[config.mk]
export PLATFORM = sky130hd
export DESIGN_NAME = usart_mm
export DESIGN_NICKNAME = d
export VERILOG_FILES = /design/src/rtl/usart_mm_pkg.sv /design/src/rtl/usart_sync.sv /design/src/rtl/usart_tx.sv /design/src/rtl/usart_rx.sv /design/src/rtl/usart_mm.sv
export SDC_FILE = /design/constraint.sdc
export NUM_CORES = 1
export LEC_CHECK = 0
export ABC_AREA = 1
export BUFFER_PORTS_ARGS = -buffer_cell sky130_fd_sc_hd__buf_2
export CORE_MARGIN = 2
export CORE_UTILIZATION = 35
export DETAILED_ROUTE_END_ITERATION = 12
export SYNTH_ARGS = -nofsm -noshare
export SYNTH_HDL_FRONTEND = slang
export SYNTH_SLANG_ARGS = --single-unit
[constraint.sdc]
create_clock -name clk -period 2.4 [get_ports clk]
set_clock_uncertainty 0.1 [all_clocks]
set_input_delay 0.36 -clock clk [delete_from_list [all_inputs] [get_ports clk]]
set_output_delay 0.36 -clock clk [all_outputs]
set_load 0.05 [all_outputs]
[src/rtl/usart_mm_pkg.sv]
package usart_mm_pkg;
  // register byte offsets
  localparam int OFS_CTRL  = 'h00;
  localparam int OFS_CTRL2 = 'h04;
  localparam int OFS_CTRL3 = 'h08;
  localparam int OFS_DIV   = 'h0C;
  localparam int OFS_STAT  = 'h1C;
  localparam int OFS_CLR   = 'h20;
  localparam int OFS_RXD   = 'h24;
  localparam int OFS_TXD   = 'h28;

  // control word bits
  localparam int CB_EN   = 0;
  localparam int CB_RXEN = 2;
  localparam int CB_TXEN = 3;
  localparam int CB_RXIE = 5;
  localparam int CB_TXIE = 7;
  localparam int XB_OVRDIS = 12;

  // status word bits
  localparam int SB_OVR  = 3;
  localparam int SB_RXF  = 5;
  localparam int SB_TXE  = 7;
  localparam int SB_TACK = 21;
  localparam int SB_RACK = 22;
  localparam int CLR_OVR = 3;

  localparam int DATA_BITS = 8;
  localparam int TXD_KEEP  = 9;

  typedef enum logic [1:0] {RX_IDLE, RX_START, RX_DATA, RX_STOP} rx_state_e;
  typedef enum logic {TX_IDLE, TX_SHIFT} tx_state_e;
endpackage

[src/rtl/usart_sync.sv]
module usart_sync #(
  parameter int STAGES = 2
) (
  input  logic clk,
  input  logic rst_n,
  input  logic d_i,
  output logic q_o
);
  logic [STAGES-1:0] chain_q;

  generate
    for (genvar s = 0; s < STAGES; s++) begin : g_stage
      always_ff @(posedge clk or negedge rst_n) begin
        if (!rst_n) chain_q[s] <= 1'b1;
        else if (s == 0) chain_q[s] <= d_i;
        else chain_q[s] <= chain_q[(s == 0) ? 0 : s-1];
      end
    end
  endgenerate

  assign q_o = chain_q[STAGES-1];
endmodule

[src/rtl/usart_tx.sv]
module usart_tx
  import usart_mm_pkg::*;
#(
  parameter int DIV_W = 16
) (
  input  logic                 clk,
  input  logic                 rst_n,
  input  logic                 load_i,
  input  logic [DATA_BITS-1:0] data_i,
  input  logic [DIV_W-1:0]     div_i,
  output logic                 busy_o,
  output logic                 line_o
);
  localparam int FRAME_BITS = DATA_BITS + 2;
  localparam int BIT_W = $clog2(FRAME_BITS);

  tx_state_e             state_q, state_d;
  logic [DIV_W-1:0]      cnt_q, cnt_d;
  logic [BIT_W-1:0]      bit_q, bit_d;
  logic [FRAME_BITS-1:0] sh_q, sh_d;

  always_comb begin
    state_d = state_q;
    cnt_d   = cnt_q;
    bit_d   = bit_q;
    sh_d    = sh_q;
    case (state_q)
      TX_IDLE: begin
        if (load_i) begin
          sh_d    = {1'b1, data_i, 1'b0};
          cnt_d   = div_i - DIV_W'(1);
          bit_d   = '0;
          state_d = TX_SHIFT;
        end
      end
      default: begin
        if (cnt_q == '0) begin
          if (bit_q == BIT_W'(FRAME_BITS-1)) begin
            state_d = TX_IDLE;
          end else begin
            sh_d  = {1'b1, sh_q[FRAME_BITS-1:1]};
            bit_d = bit_q + BIT_W'(1);
            cnt_d = div_i - DIV_W'(1);
          end
        end else begin
          cnt_d = cnt_q - DIV_W'(1);
        end
      end
    endcase
  end

  always_ff @(posedge clk or negedge rst_n) begin
    if (!rst_n) begin
      state_q <= TX_IDLE;
      cnt_q   <= '0;
      bit_q   <= '0;
      sh_q    <= '1;
    end else begin
      state_q <= state_d;
      cnt_q   <= cnt_d;
      bit_q   <= bit_d;
      sh_q    <= sh_d;
    end
  end

  assign busy_o = (state_q == TX_SHIFT);
  assign line_o = busy_o ? sh_q[0] : 1'b1;
endmodule

[src/rtl/usart_rx.sv]
module usart_rx
  import usart_mm_pkg::*;
#(
  parameter int DIV_W = 16
) (
  input  logic                 clk,
  input  logic                 rst_n,
  input  logic                 en_i,
  input  logic                 rx_i,
  input  logic [DIV_W-1:0]     div_i,
  output logic                 done_o,
  output logic [DATA_BITS-1:0] data_o
);
  localparam int IDX_W = $clog2(DATA_BITS);

  rx_state_e            state_q, state_d;
  logic [DIV_W-1:0]     cnt_q, cnt_d;
  logic [IDX_W-1:0]     idx_q, idx_d;
  logic [DATA_BITS-1:0] sh_q, sh_d;
  logic                 prev_q, done_q, done_d;

  always_comb begin
    state_d = state_q;
    cnt_d   = cnt_q;
    idx_d   = idx_q;
    sh_d    = sh_q;
    done_d  = 1'b0;
    if (!en_i) begin
      state_d = RX_IDLE;
    end else begin
      case (state_q)
        RX_IDLE: begin
          if (prev_q && !rx_i) begin
            cnt_d   = (div_i >> 1) - DIV_W'(1);
            state_d = RX_START;
          end
        end
        RX_START: begin
          if (cnt_q == '0) begin
            if (!rx_i) begin
              cnt_d   = div_i - DIV_W'(1);
              idx_d   = '0;
              state_d = RX_DATA;
            end else begin
              state_d = RX_IDLE;
            end
          end else cnt_d = cnt_q - DIV_W'(1);
        end
        RX_DATA: begin
          if (cnt_q == '0) begin
            sh_d  = {rx_i, sh_q[DATA_BITS-1:1]};
            cnt_d = div_i - DIV_W'(1);
            idx_d = idx_q + IDX_W'(1);
            if (idx_q == IDX_W'(DATA_BITS-1)) state_d = RX_STOP;
          end else cnt_d = cnt_q - DIV_W'(1);
        end
        default: begin
          if (cnt_q == '0) begin
            done_d  = rx_i;
            state_d = RX_IDLE;
          end else cnt_d = cnt_q - DIV_W'(1);
        end
      endcase
    end
  end

  always_ff @(posedge clk or negedge rst_n) begin
    if (!rst_n) begin
      state_q <= RX_IDLE;
      cnt_q   <= '0;
      idx_q   <= '0;
      sh_q    <= '0;
      prev_q  <= 1'b1;
      done_q  <= 1'b0;
    end else begin
      state_q <= state_d;
      cnt_q   <= cnt_d;
      idx_q   <= idx_d;
      sh_q    <= sh_d;
      prev_q  <= rx_i;
      done_q  <= done_d;
    end
  end

  assign done_o = done_q;
  assign data_o = sh_q;
endmodule

[src/rtl/usart_mm.sv]
module usart_mm
  import usart_mm_pkg::*;
#(
  parameter int ADDR_W = 6,
  parameter int DIV_W  = 16
) (
  input  logic              clk,
  input  logic              rst_n,
  input  logic              bus_sel,
  input  logic              bus_wr,
  input  logic [ADDR_W-1:0] bus_addr,
  input  logic [31:0]       bus_wdata,
  output logic [31:0]       bus_rdata,
  input  logic              rxd_i,
  output logic              txd_o,
  output logic              irq_o
);
  localparam logic [ADDR_W-1:0] A_CTRL  = ADDR_W'(OFS_CTRL);
  localparam logic [ADDR_W-1:0] A_CTRL3 = ADDR_W'(OFS_CTRL3);
  localparam logic [ADDR_W-1:0] A_DIV   = ADDR_W'(OFS_DIV);
  localparam logic [ADDR_W-1:0] A_STAT  = ADDR_W'(OFS_STAT);
  localparam logic [ADDR_W-1:0] A_CLR   = ADDR_W'(OFS_CLR);
  localparam logic [ADDR_W-1:0] A_RXD   = ADDR_W'(OFS_RXD);
  localparam logic [ADDR_W-1:0] A_TXD   = ADDR_W'(OFS_TXD);
  localparam logic [DIV_W-1:0]  DIV_MIN = DIV_W'(16);

  logic en_q, rxen_q, txen_q, rxie_q, txie_q, ovrdis_q;
  logic en_d, rxen_d, txen_d, rxie_d, txie_d, ovrdis_d;
  logic txe_q, rxne_q, ore_q, tack_q, rack_q;
  logic txe_d, rxne_d, ore_d, tack_d, rack_d;
  logic [DIV_W-1:0]     div_q, div_d, div_eff;
  logic [TXD_KEEP-1:0]  txd_q, txd_d;
  logic [DATA_BITS-1:0] rdr_q, rdr_d, rx_byte;
  logic acc_rd, acc_wr, rd_rxd, tx_load, tx_busy, rx_done, rx_line;
  logic unused_wdata;

  assign acc_rd  = bus_sel & ~bus_wr;
  assign acc_wr  = bus_sel & bus_wr;
  assign rd_rxd  = acc_rd & (bus_addr == A_RXD);
  assign div_eff = (div_q < DIV_MIN) ? DIV_MIN : div_q;
  assign tx_load = ~txe_q & ~tx_busy & en_q & txen_q;
  assign unused_wdata = ^bus_wdata[31:16];

  usart_sync #(.STAGES(2)) u_sync (
    .clk(clk), .rst_n(rst_n), .d_i(rxd_i), .q_o(rx_line)
  );

  usart_rx #(.DIV_W(DIV_W)) u_rx (
    .clk(clk), .rst_n(rst_n), .en_i(en_q & rxen_q), .rx_i(rx_line),
    .div_i(div_eff), .done_o(rx_done), .data_o(rx_byte)
  );

  usart_tx #(.DIV_W(DIV_W)) u_tx (
    .clk(clk), .rst_n(rst_n), .load_i(tx_load), .data_i(txd_q[DATA_BITS-1:0]),
    .div_i(div_eff), .busy_o(tx_busy), .line_o(txd_o)
  );

  always_comb begin
    en_d = en_q;  rxen_d = rxen_q;  txen_d = txen_q;
    rxie_d = rxie_q;  txie_d = txie_q;  ovrdis_d = ovrdis_q;
    div_d = div_q;  txd_d = txd_q;  rdr_d = rdr_q;
    txe_d = txe_q;  rxne_d = rxne_q;  ore_d = ore_q;
    if (acc_wr) begin
      case (bus_addr)
        A_CTRL: begin
          en_d   = bus_wdata[CB_EN];
          rxen_d = bus_wdata[CB_RXEN];
          txen_d = bus_wdata[CB_TXEN];
          rxie_d = bus_wdata[CB_RXIE];
          txie_d = bus_wdata[CB_TXIE];
        end
        A_CTRL3: ovrdis_d = bus_wdata[XB_OVRDIS];
        A_DIV:   div_d = bus_wdata[DIV_W-1:0];
        A_TXD:   txd_d = bus_wdata[TXD_KEEP-1:0];
        A_CLR:   if (bus_wdata[CLR_OVR]) ore_d = 1'b0;
        default: ;
      endcase
    end
    // transmit holding handshake: a new write wins over a hand-off
    if (tx_load) txe_d = 1'b1;
    if (acc_wr && (bus_addr == A_TXD)) txe_d = 1'b0;
    // receive side: the read is taken first, then a finished frame
    if (rd_rxd) rxne_d = 1'b0;
    if (rx_done) begin
      if (rxne_q && !ovrdis_q && !rd_rxd) begin
        ore_d = 1'b1;
      end else begin
        rdr_d  = rx_byte;
        rxne_d = 1'b1;
      end
    end
    tack_d = en_q & txen_q;
    rack_d = en_q & rxen_q;
  end

  always_ff @(posedge clk or negedge rst_n) begin
    if (!rst_n) begin
      en_q <= 1'b0;  rxen_q <= 1'b0;  txen_q <= 1'b0;
      rxie_q <= 1'b0;  txie_q <= 1'b0;  ovrdis_q <= 1'b0;
      div_q <= '0;  txd_q <= '0;  rdr_q <= '0;
      txe_q <= 1'b1;  rxne_q <= 1'b0;  ore_q <= 1'b0;
      tack_q <= 1'b0;  rack_q <= 1'b0;
    end else begin
      en_q <= en_d;  rxen_q <= rxen_d;  txen_q <= txen_d;
      rxie_q <= rxie_d;  txie_q <= txie_d;  ovrdis_q <= ovrdis_d;
      div_q <= div_d;  txd_q <= txd_d;  rdr_q <= rdr_d;
      txe_q <= txe_d;  rxne_q <= rxne_d;  ore_q <= ore_d;
      tack_q <= tack_d;  rack_q <= rack_d;
    end
  end

  always_comb begin
    bus_rdata = '0;
    if (acc_rd) begin
      case (bus_addr)
        A_CTRL: begin
          bus_rdata[CB_EN]   = en_q;
          bus_rdata[CB_RXEN] = rxen_q;
          bus_rdata[CB_TXEN] = txen_q;
          bus_rdata[CB_RXIE] = rxie_q;
          bus_rdata[CB_TXIE] = txie_q;
        end
        A_CTRL3: bus_rdata[XB_OVRDIS] = ovrdis_q;
        A_DIV:   bus_rdata = 32'(div_q);
        A_STAT: begin
          bus_rdata[SB_OVR]  = ore_q;
          bus_rdata[SB_RXF]  = rxne_q;
          bus_rdata[SB_TXE]  = txe_q;
          bus_rdata[SB_TACK] = tack_q;
          bus_rdata[SB_RACK] = rack_q;
        end
        A_RXD:   bus_rdata = 32'(rdr_q);
        A_TXD:   bus_rdata = 32'(txd_q);
        default: ;
      endcase
    end
  end

  assign irq_o = (rxne_q & rxie_q) | (txe_q & txie_q);
endmodule

## Word-level counts from Yosys, hierarchy flattened

Cells that the tools add are included.
Widths: inputs -> output; s select.

| operators by class | value |
|---|---|
| multiplexer cells | 62 |
| reduce and logical (&&, ||, !) cells | 26 |
| add/sub/neg operators | 6 |
| magnitude comparators | 1 |
| bitwise logic cells | 15 |
| equal/unequal tests | 24 |

Operators by type and width:

| cell | count |
|---|---|
| $mux 16 | 10 |
| $pmux 16 s3 | 1 |
| $sub 16x1->16 const B | 3 |
| $mux 10 | 4 |
| $logic_not 16->1 | 2 |
| $mux 23 | 1 |
| $eq 6x6->1 const B | 3 |
| $mux 1 | 18 |
| $lt 16x5->1 const B | 1 |
| $mux 2 | 8 |
| $mux 4 | 4 |
| $sub 15x1->16 const B | 1 |
| $pmux 1 s5 | 3 |
| $eq 6x4->1 const B | 2 |
| $mux 3 | 4 |
| $ne 3x2->1 const B | 4 |
| $reduce_and 2->1 | 6 |
| $and 1x1->1 | 10 |
| $reduce_and 5->1 | 2 |
| $pmux 1 s3 | 3 |
| $pmux 1 s4 | 2 |
| $pmux 4 s2 | 1 |
| $eq 6x5->1 const B | 1 |
| $logic_not 6->1 | 1 |
| other kinds (23) | 39 |

| storage, ports and cells | value |
|---|---|
| bits of input ports | 43 |
| logic and storage cells | 160 |
| output and inout port bits | 34 |
| flip-flop bits (word level) | 108 |

## Depth between registers and ports, before layout

| depth | value |
|---|---|
| depth after elaboration | 7 |
| depth in mapped cells | 17 |
| depth with buffers taken out | 16 |

## Modules after synthesis

Synthesis repeated with hierarchy kept, for this count alone.

| second synthesis, totals | value |
|---|---|
| cells, all modules | 1178 |
| area, all modules | 7810.0 um^2 |

Modules (own cells, without submodules):

| module | area an instance (um^2) | sequential area each (um^2) | cells an instance | instances |
|---|---|---|---|---|
| usart_rx | 2890.3 | 777.0 | 490 | 1 |
| usart_mm | 2553.7 | 1102.3 | 331 | 1 |
| usart_tx | 2313.5 | 762.0 | 355 | 1 |
| usart_sync | 52.6 | 52.6 | 2 | 1 |

## Worst setup path after synthesis

No wires, ideal clock.

| path | value |
|---|---|
| path kind | input to output |
| from | in bus_sel |
| to | out bus_rdata[13] |
| data arrival time | 2.035 ns |
| cell stages on the path | 5 |
| data required time | 1.940 ns |
| path buffers | 1 |
| setup slack | -0.095 ns |
| cells stage by stage | inv_1 nor2_1 inv_1 clkbuf_1 nor3_1 |

| between the ends | value |
|---|---|
| word-level cells in the longest chain between the ends | 2 |

RTL lines:

| what | line | source |
|---|---|---|
| start: declaration | usart_mm.sv:9 | `input logic bus_sel,` |
| $and 1x1->1 | usart_mm.sv:37 | `assign acc_rd = bus_sel & ~bus_wr;` |
| $mux 23 | usart_mm.sv:114 | `if (acc_rd) begin` |
| end: declaration | usart_mm.sv:13 | `output logic [31:0] bus_rdata,` |

Every way passes these cells.

## Worst setup path after layout

| path | value |
|---|---|
| from | in bus_addr[1] |
| to | out bus_rdata[5] |

| between the ends | value |
|---|---|
| word-level cells in the longest chain between the ends | 3 |
| elaborated cells between the ends (all ways) | 7 |
| classes of those cells | 4 x eq/ne; 2 x mux; 1 x reduce/logical |

RTL lines:

| what | line | source |
|---|---|---|
| start: declaration | usart_mm.sv:11 | `input logic [ADDR_W-1:0] bus_addr,` |
| $eq 6x6->1, or another cell as far along | usart_mm.sv:115 | `case (bus_addr)` |
| $pmux 1 s5 (*) | usart_mm.sv:115 |  |
| $mux 23 (*) | usart_mm.sv:114 |  |

Every way passes the cells marked *; elsewhere a longest branch is shown, timed or not.

==> flow_summary_export.csv <==
group,metric,value,unit
grt,grt_pass1_wl,29.7,mm
floorplanning,die_w,142,µm
outcome,status,"finished, final reports clean",
clock_tree,cts.sinks,107,
synth,async_flop_share,1.00,
floorplanning,die-height,142,µm
floorplanning,core,18700,µm²
clock_tree,cts_tree,"built",
worst_setup_path,critPathLaunch,"bus_addr[1]",
worst_setup_path,rr_worst_depth,11,
finish,final_util,0.417,
clock_tree,clk_pin_slew,0.07,ns
drt,remaining_drc_errors,0,
finish,layout.nets,1047,
placement,io_buffers,46,
synth,ys.flop_type,"dfrtp_1",
drt,wl_per_cell,14.5,µm
drt,detail-route-antenna-nets,0,
drt,first_pass_iters,5,
clock_tree,cts_buffers,9,
sta,maxSlewViolCount,0,
min_path,hp-class,"in -> reg",
drt,drtIter0Drc,460,
drt,wl,17.7,mm
synth,synth.ff_latch_count,107,
worst_setup_path,worstReg2RegEnd,"u_rx.cnt_q[1]",
synth,ys.warnings.count,0,
sta,slew_headroom,0.631,
sta,fmax,447,MHz
worst_setup_path,cp_data_arrival_time,1.78,ns
finish,drive_gt1_frac,0.182,
worst_setup_path,r2r_slack,0.17,ns
pwr,ir_drop,0.000428,V
sta,setup_viol,0,
clock_tree,cts_root_buffer,"clkbuf_16",
drt,viasPerCell,4.93,
sta,hold_viol_final,0,
finish,synthToLayoutAreaGrowth,17.1,%
grt,gr-total-overflow,0,
finish,fin_area,7800,µm²
floorplanning,rows,50,
pwr,p_leak,3.88,nW
worst_setup_path,critPathSlowestCell,"clkbuf_4",
synth,synthCells,904,
sta,tightest_slew,0.548,ns
sta,post-route-period-util,0.932,
grt,track_usage,0.187,
worst_setup_path,path_max_fanout,6,
floorplanning,die_area,20100,µm²
worst_setup_path,endpoint_kind,"primary output",
min_path,min_delay_worst_endpoint,"txd_q[0]",
worst_setup_path,crit_buf_inv,4,
finish,multi_input_area,3380,µm²
clock_tree,clk_path_buf_depth,2,
finish,fillers,1932,
worst_setup_path,required,1.94,ns
sta,rsz0062_at_grt,"true",
placement,place_area,7370,µm²
clock_tree,htreeDepth,3,
drt,routed-via-count,6055,
worst_setup_path,worstSetupPathType,"in -> out",
sta,setup_ws,0.163,ns
placement,hpwl,13.8,mm
grt,grt_pass1_vias,5884,
worst_setup_path,cp-start-kind,"input pin",
finish,diodes,0,
flow_run,drv_cap,0,
synth,netlist_area,6660,µm²
worst_setup_path,max_stage_delay,0.26,ns
clock_tree,clock_latency,0.36,ns
sta,fin_crit,2.24,ns
synth,yosysSeqAreaShare,0.405,
grt,antenna_found_initial,0,
worst_setup_path,path_cells,"buf_2 > nor2_1 > inv_1 > nor3_1 > nand2_1 > inv_1 > nand2_1 > o221ai_1 > a221oi_1 > nor2_1 > clkbuf_4",
placement,gp_congestion,0.929,
placement,post-place-ws,0.127,ns
pwr,powerDensity,698,nW/µm²
grt,grt_max_degree,64,
floorplanning,initial_core_util,0.356,
synth,synth_cell_types,56,
worst_setup_path,r2r-start,"u_rx.cnt_q[0]",
synth,synth_edf_count,0,
worst_setup_path,path_delay_family,"simple AND/OR/NAND/NOR gates",
min_path,worstHoldPathCells,3,
finish,seqCellArea,2690,µm²
floorplanning,io_pins,77,
synth,syn_area_per_cell,7.36,µm²
min_path,min_from,"bus_wdata[0]",
pwr,power,5.44,mW
cell families after synthesis:
| kind of cell | after synthesis | synth area share |
|---|---|---|
| compound gates | 159 | 0.142 |
| xor+xnor | 18 | 0.0237 |
| fa+ha+maj | 15 | 0.0282 |
| buf+inv | 163 | 0.104 |
| flops | 107 | 0.405 |
| mux | 4 | 0.00677 |
| other cells | 1 | 0.000563 |
| simple gates | 437 | 0.290 |
how the worst max path moves through the flow:
stage / end / slack [ns] / depth (start not counted)
final: bus_rdata[5] / 0.16 / 11
after global routing: u_rx.cnt_q[14] / 0.0007 / 15
after CTS: u_tx.cnt_q[7] / 0.11 / 13
after detailed placement: bus_rdata[5] / 0.13 / 9
after global placement: bus_rdata[5] / 0.15 / 9
after floorplan: bus_rdata[13] / -0.1 / 5
stage by stage:
| stage | std cells | hold WS [ns] | setup TNS [ns] |
|---|---|---|---|
| after CTS | 1226 | 0.110 | 0 |
| after floorplan | 917 | -0.0356 | -0.286 |
| after global routing | 1228 | 0.127 | 0 |
| after detailed placement | 1208 | 0.166 | 0 |
| after global placement | 1208 | 0.168 | 0 |
| final | 1228 | 0.124 | 0 |
where the power goes:
part	switching (mW)	internal, mW
clock	0.728	0.860
sequential	0.221	2.15
combinational	0.918	0.564
total	1.87	3.57
worst min-delay path, stage by stage:
cell     delay [ns]
buf_2          0.09
nand2_1        0.04
o21ai_0        0.05
state kept, by name, indices dropped and copies added, names as in the netlist, 2 cells and up:
register / cells
div_q: 16
rdr_q: 8
txd_q: 9
u_rx.cnt_q: 16
u_rx.data_o: 8
u_rx.idx_q: 3
u_rx.state_q: 2
u_tx.bit_q: 4
u_tx.cnt_q: 16
u_tx.sh_q: 9
cells in the mapped netlist, types with 13 or more instances:
| master | count | area share |
|---|---|---|
| o21ai_0 | 64 | 0.048 |
| dfrtp_1 | 94 | 0.35 |
| inv_2 | 16 | 0.0090 |
| ha_1 | 15 | 0.028 |
| dfstp_2 | 13 | 0.051 |
| xor2_1 | 14 | 0.018 |
| nand2_1 | 223 | 0.13 |
| inv_1 | 110 | 0.062 |
| nor3_1 | 16 | 0.012 |
| a21oi_1 | 36 | 0.027 |
| nor2_1 | 88 | 0.050 |
| nand3_1 | 61 | 0.046 |
| buf_4 | 15 | 0.017 |
layout by cell type (no fill, tap or decap), types with 3 or more instances in the layout:
cell,n
clkbuf_16,9
conb_1,14
a31oi_1,10
nand2_2,10
nor3_1,16
dfrtp_1,94
o211ai_1,9
ha_1,14
nor2_1,85
inv_2,16
nor2_2,10
nand3_4,3
dfstp_2,13
a21oi_1,35
clkinv_4,3
o21a_1,4
nand4_1,11
xnor2_1,4
nor2_4,3
o22ai_1,5
o21ai_0,64
clkinv_1,4
a221oi_1,4
nand2_1,219
nand3b_1,3
o221ai_1,5
o21ai_1,8
buf_4,45
xor2_1,13
buf_2,43
inv_1,109
nand3_1,60
final cells by class:
cell class                      instances  area share
Multi-Input combinational cell        647       0.433
Sequential cell                       107       0.345
Timing Repair Buffer                   94      0.0794
Inverter                              130      0.0631
Tap cell                              234      0.0375
Clock buffer                           10      0.0306
Clock inverter                          6      0.0108
metal layers:
| layer | global-route usage | vias up | routed length, µm |
|---|---|---|---|
| li1 | - | 3086 | - |
| met1 | 0.262 | 2799 | 8420 |
| met2 | 0.298 | 155 | 8130 |
| met5 | 0 | - | 0 |
| met3 | 0.0402 | 15 | 988 |
| met4 | 0.0389 | 0 | 207 |
repair_timing:
| item | CTS | global route |
|---|---|---|
| hold buffers | 2 | 0 |
| endpoints found under the setup margin | 0 | 23 |
| setup buffers | 0 | 2 |
| resized for setup | 0 | 18 |
| endpoints found under the hold margin | 15 | 0 |
Note: power is estimated with default switching activity, not from simulation.
